[src/rtl/cla_pkg.sv]
package cla_pkg;
  localparam int MAX_W = 32;

  // Expanded sum-of-products carry into position k from gen/prop below it.
  function automatic logic sop_carry(input logic [MAX_W-1:0] gen,
                                     input logic [MAX_W-1:0] prop,
                                     input logic cin, input int k);
    logic acc, prod;
    acc = 1'b0;
    for (int j = 0; j < k; j++) begin
      prod = gen[j];
      for (int m = j + 1; m < k; m++) prod = prod & prop[m];
      acc = acc | prod;
    end
    prod = cin;
    for (int m = 0; m < k; m++) prod = prod & prop[m];
    return acc | prod;
  endfunction
endpackage

[src/rtl/cla_lookahead.sv]
module cla_lookahead #(
  parameter int N = 4
) (
  input  logic [N-1:0] gen_i,
  input  logic [N-1:0] prop_i,
  input  logic         cin_i,
  output logic [N:1]   carry_o,
  output logic         grp_g_o,
  output logic         grp_p_o
);
  import cla_pkg::*;

  logic [MAX_W-1:0] gen_w, prop_w;
  assign gen_w  = MAX_W'(gen_i);
  assign prop_w = MAX_W'(prop_i);

  always_comb begin
    for (int k = 1; k <= N; k++) carry_o[k] = sop_carry(gen_w, prop_w, cin_i, k);
    grp_g_o = sop_carry(gen_w, prop_w, 1'b0, N);
    grp_p_o = &prop_i;
  end

  always_comb begin

    top_carry_chk: assert (carry_o[N] == (grp_g_o | (grp_p_o & cin_i)))
      else $error("top_carry_chk");
    for (int k = 1; k <= N; k++) begin

      gen_forces_chk: assert (!gen_i[k-1] || carry_o[k])
        else $error("gen_forces_chk");
    end
  end
endmodule

[src/rtl/cla_group.sv]
module cla_group #(
  parameter int W = 4
) (
  input  logic [W-1:0] a_i,
  input  logic [W-1:0] b_i,
  input  logic         cin_i,
  output logic [W-1:0] sum_o,
  output logic         grp_g_o,
  output logic         grp_p_o
);
  logic [W-1:0] bit_g, bit_p;
  logic [W:1]   carry;
  logic [W-1:0] c_in_bit;

  assign bit_g = a_i & b_i;
  assign bit_p = a_i | b_i;

  cla_lookahead #(.N(W)) u_bit_la (
    .gen_i   (bit_g),
    .prop_i  (bit_p),
    .cin_i   (cin_i),
    .carry_o (carry),
    .grp_g_o (grp_g_o),
    .grp_p_o (grp_p_o)
  );

  assign c_in_bit = {carry[W-1:1], cin_i};
  // sum uses XOR, never the OR-based propagate
  assign sum_o = a_i ^ b_i ^ c_in_bit;

  always_comb begin

    grp_sum_chk: assert ({carry[W], sum_o} == ({1'b0, a_i} + {1'b0, b_i} + (W+1)'(cin_i)))
      else $error("grp_sum_chk");
  end
endmodule

[src/rtl/cla_adder16.sv]
module cla_adder16 #(
  parameter int GROUP_W  = 4,
  parameter int N_GROUPS = 4
) (
  input  logic [GROUP_W*N_GROUPS-1:0] a_i,
  input  logic [GROUP_W*N_GROUPS-1:0] b_i,
  input  logic                        c_i,
  output logic [GROUP_W*N_GROUPS-1:0] sum_o,
  output logic                        c_o,
  output logic                        grp_g_o,
  output logic                        grp_p_o
);
  localparam int WIDTH = GROUP_W * N_GROUPS;

  logic [N_GROUPS-1:0] g_grp, p_grp, cin_grp;
  logic [N_GROUPS:1]   c_grp;

  assign cin_grp = {c_grp[N_GROUPS-1:1], c_i};

  for (genvar k = 0; k < N_GROUPS; k++) begin : g_grp_inst
    cla_group #(.W(GROUP_W)) u_grp (
      .a_i     (a_i[k*GROUP_W +: GROUP_W]),
      .b_i     (b_i[k*GROUP_W +: GROUP_W]),
      .cin_i   (cin_grp[k]),
      .sum_o   (sum_o[k*GROUP_W +: GROUP_W]),
      .grp_g_o (g_grp[k]),
      .grp_p_o (p_grp[k])
    );
  end

  cla_lookahead #(.N(N_GROUPS)) u_grp_la (
    .gen_i   (g_grp),
    .prop_i  (p_grp),
    .cin_i   (c_i),
    .carry_o (c_grp),
    .grp_g_o (grp_g_o),
    .grp_p_o (grp_p_o)
  );

  assign c_o = c_grp[N_GROUPS];

  logic [WIDTH:0] ref_full, ref_nocin;
  assign ref_full  = {1'b0, a_i} + {1'b0, b_i} + (WIDTH+1)'(c_i);
  assign ref_nocin = {1'b0, a_i} + {1'b0, b_i};

  always_comb begin

    sum_carry_chk: assert ({c_o, sum_o} == ref_full) else $error("sum_carry_chk");

    blk_gen_chk: assert (grp_g_o == ref_nocin[WIDTH]) else $error("blk_gen_chk");

    blk_prop_chk: assert (grp_p_o == &(a_i | b_i)) else $error("blk_prop_chk");
  end

  for (genvar k = 1; k < N_GROUPS; k++) begin : g_bound_chk
    localparam logic [WIDTH-1:0] MASK = WIDTH'((WIDTH+1)'(1) << (k*GROUP_W)) - WIDTH'(1);
    logic [WIDTH:0] low_sum;
    assign low_sum = {1'b0, a_i & MASK} + {1'b0, b_i & MASK} + (WIDTH+1)'(c_i);
    always_comb begin

      boundary_chk: assert (cin_grp[k] == low_sum[k*GROUP_W]) else $error("boundary_chk");
    end
  end
endmodule

[config.mk]
export PLATFORM = sky130hd
export DESIGN_NAME = cla_adder16
export DESIGN_NICKNAME = d
export VERILOG_FILES = /design/src/rtl/cla_pkg.sv /design/src/rtl/cla_lookahead.sv /design/src/rtl/cla_group.sv /design/src/rtl/cla_adder16.sv
export SDC_FILE = /design/constraint.sdc
export NUM_CORES = 1
export LEC_CHECK = 0
export CORE_UTILIZATION = 44
export DETAILED_ROUTE_END_ITERATION = 7
export GPL_ROUTABILITY_DRIVEN = 0
export GPL_TIMING_DRIVEN = 0
export PLACE_DENSITY = 0.88
export SKIP_LAST_GASP = 1
export SYNTH_ARGS = -nofsm -noshare
export SYNTH_HDL_FRONTEND = slang
export SYNTH_SLANG_ARGS = --single-unit
export TNS_END_PERCENT = 5
[constraint.sdc]
create_clock -name vclk -period 5.22
set_clock_uncertainty 0.1 [all_clocks]
set_input_delay 1.566 -clock vclk [all_inputs]
set_output_delay 1.566 -clock vclk [all_outputs]
set_load 0.005 [all_outputs]
==> results.toml <==
[logic_synthesis]
synth_area_mm2 = 0.001091
synthesis.nets = 213
synthCells = 144
avgSynthCellArea_um2 = 7.577
synthDistinctLibCells = 31
yosysSeqAreaShare_pct = 0
synth_top_area_share_pct = 36.70
synthTopCellsByArea = "ha_1, inv_1, fa_1"
yosys_warnings = 0
synth_area_leader_cell = "ha_1"

[timing]
period_minus_slack_ns = 5.413
hold_viol = 0
slew-limit-headroom_pct = 71.15
fin_tns_setup_ns = -1.093
timing.hold.ws_ns = 3.527
clock.fmax_mhz = 184.8
period_share_pct = 103.7
tightest_slew_ns = 0.4302
slew_viol_final = 0
fin_ws_ns = -0.1926
rsz0062_at_grt = "true"
setup_violations = 10

[floorplan]
ioPinCount = 52
rows = 17
die_y_um = 51.80
dieArea_mm2 = 0.002683
coreArea_mm2 = 0.002276
die_w_um = 51.80
start_util_pct = 47.94

[finish]
drive_gt1_share_pct = 36.97
seq_cell_count = 0
design_area_mm2 = 0.001997
diodes = 0
multiInputGateArea_mm2 = 0.001199
clock_buffers = 0
syn_to_final_growth_pct = 83.03
fillers = 95
seq_area_um2 = 0
nets = 282

[power_and_ir_drop]
peakVddDrop_v = 0.00008107
power_leakage_uw = 0.001044
cellPowerDensity_mw_per_mm2 = 116.2

[global_routing]
grt_start_max_net_pins = 6
use_met3_pct = 3.801
grt.busiest_layer = "met2"
grt_antenna_before_repair = 0
met1_usage_pct = 22.94
use_met2_pct = 56.49
grt_pass1_vias = 1345
grt_pass1_wl_um = 5437
grt_overflow = 0
grt_usage_pct = 26.91

[critical_path]
worstSetupPathType = "input port to primary output"
crit_path_max_fanout = 4
timing.critical_path.cells = "dlygate4sd2_1 > inv_1 > ha_1 > nor4_4 > a211oi_4 > buf_4 > buf_4 > o21ai_0 > o311a_1 > dlygate4sd2_1"
cp_slowest_stage_delay_ns = 0.39
cp_top_family = "buffers and inverters"
crit_path_start_kind = "input port"
end_kind = "primary output"
path_buf_inv = 5
arrival_ns = 3.75
cpMaxStageDelayCell = "nor4_4"
cp.required_ns = 3.55

[route]
dr.pass1.iters = 4
detail-route-antenna-nets = 0
wirelength_um = 4708
num_vias = 1374
wl_per_cell_um = 19.70
vias_per_cell = 5.749
drc_errors = 0
drtIter0Drc = 36

[hold_path]
whs_path_depth = 5
hp-start = "a_i[9]"
hold_path_end = "sum_o[9]"
hold_path.class = "input port to primary output"

[outcome]
outcome = "complete, but fails checks"
violations = "negative setup slack"

[placed_design]
io_buffers = 52
dpl.hpwl_um = 2190
placed_cell_area_mm2 = 0.001647

[flow_run]
drv_cap = 0
[logic make-up (layout without fill, tap and decap cells)]
family | count (synthesis) | in the layout | synth area share, %
compound gates | 26 | 26 | 17.89
fa+ha+maj | 36 | 36 | 44.04
buf+inv | 42 | 109 | 14.45
simple gates | 30 | 30 | 15.60
xor+xnor | 10 | 10 | 8.028
[tightest hold or removal path, cell delays in order]
cell and delay, ns:
dlymetal6s2s_1 0.14, inv_2 0.07, ha_4 0.12, xor2_1 0.05, clkbuf_2 0.10
[how the worst max path moves through the flow]
stage	slack [ns]	to	from	cells after the start
global placement	-0.86	sum_o[13]	a_i[0]	10
CTS	-0.20	sum_o[12]	b_i[4]	9
global route	-0.34	sum_o[15]	a_i[4]	10
floorplan	0.32	sum_o[13]	a_i[0]	8
detailed placement	-0.95	sum_o[13]	a_i[0]	10
finish	-0.19	sum_o[15]	a_i[4]	10
[layout by cell type (no fill, tap or decap), types with 2 or more instances in the layout]
cell type,instances
inv_1,31
ha_1,18
clkdlybuf4s50_1,18
dlygate4sd2_1,14
buf_4,14
inv_2,11
dlymetal6s2s_1,10
xor2_1,8
ha_4,8
nor2_1,6
ha_2,6
clkbuf_2,6
a21oi_1,5
or3_1,4
nand2_1,3
o21bai_1,3
nor3_2,3
nand2b_4,2
o31ai_2,2
xnor2_1,2
o21ai_0,2
fa_2,2
fa_1,2
buf_2,2
[metal layers]
metal | wire length (µm) | share of wire (%) | vias to the layer above
met2 | 2423 | 51 | 91
met4 | 340 | 7.2 | 0
li1 | - | - | 598
met3 | 300 | 6.4 | 30
met5 | 0 | 0 | -
met1 | 1644 | 35 | 655
[final cells by class]
| class | instances | area share [%] |
|---|---|---|
| well taps | 28 | 1.754 |
| multi-input cells | 102 | 60.02 |
| inverters | 42 | 7.895 |
| repair buffers | 67 | 30.33 |
[per-stage QoR]
stage	power [µW]	utilization [%]	instances	setup slack, ns
final	231.9	87.74	239	-0.1926
after global routing	246.3	87.74	239	-0.3377
after CTS	198.6	81.47	236	-0.1962
after detailed placement	181.5	72.35	224	-0.9452
after global placement	176.5	72.35	224	-0.8564
after floorplan	83.54	-	144	0.3222
[where the power goes]
part           total [µW]  switching (µW)  internal [µW]
Sequential              0               0              0
Clock                   0               0              0
Combinational         232             108            124
[Yosys cell counts (all sizes together)]
master and instances:
o22ai 1, inv 42, fa 4, o31ai 2, xor2 8, or4b 1
o221ai 1, a21oi 7, nor3 5, o21a 1, o21bai 4, or2 1
nor2b 2, nand2 3, o21ai 4, or3 5, ha 32, nor2 7
nand3 1, nand2b 2, a22oi 1, nor4 2, a31oi 1, or4 1
xnor2 2, a211oi 2, a221oi 1, o311a 1
[repair_timing]
item                                    4_1_cts  5_1_grt
endpoints found under the setup margin       15       15
setup buffers                                12        3
pin swaps                                    17       15
hold buffers                                  0        0
resized for setup                            68       50
Power figures use the tool's default switching activity.
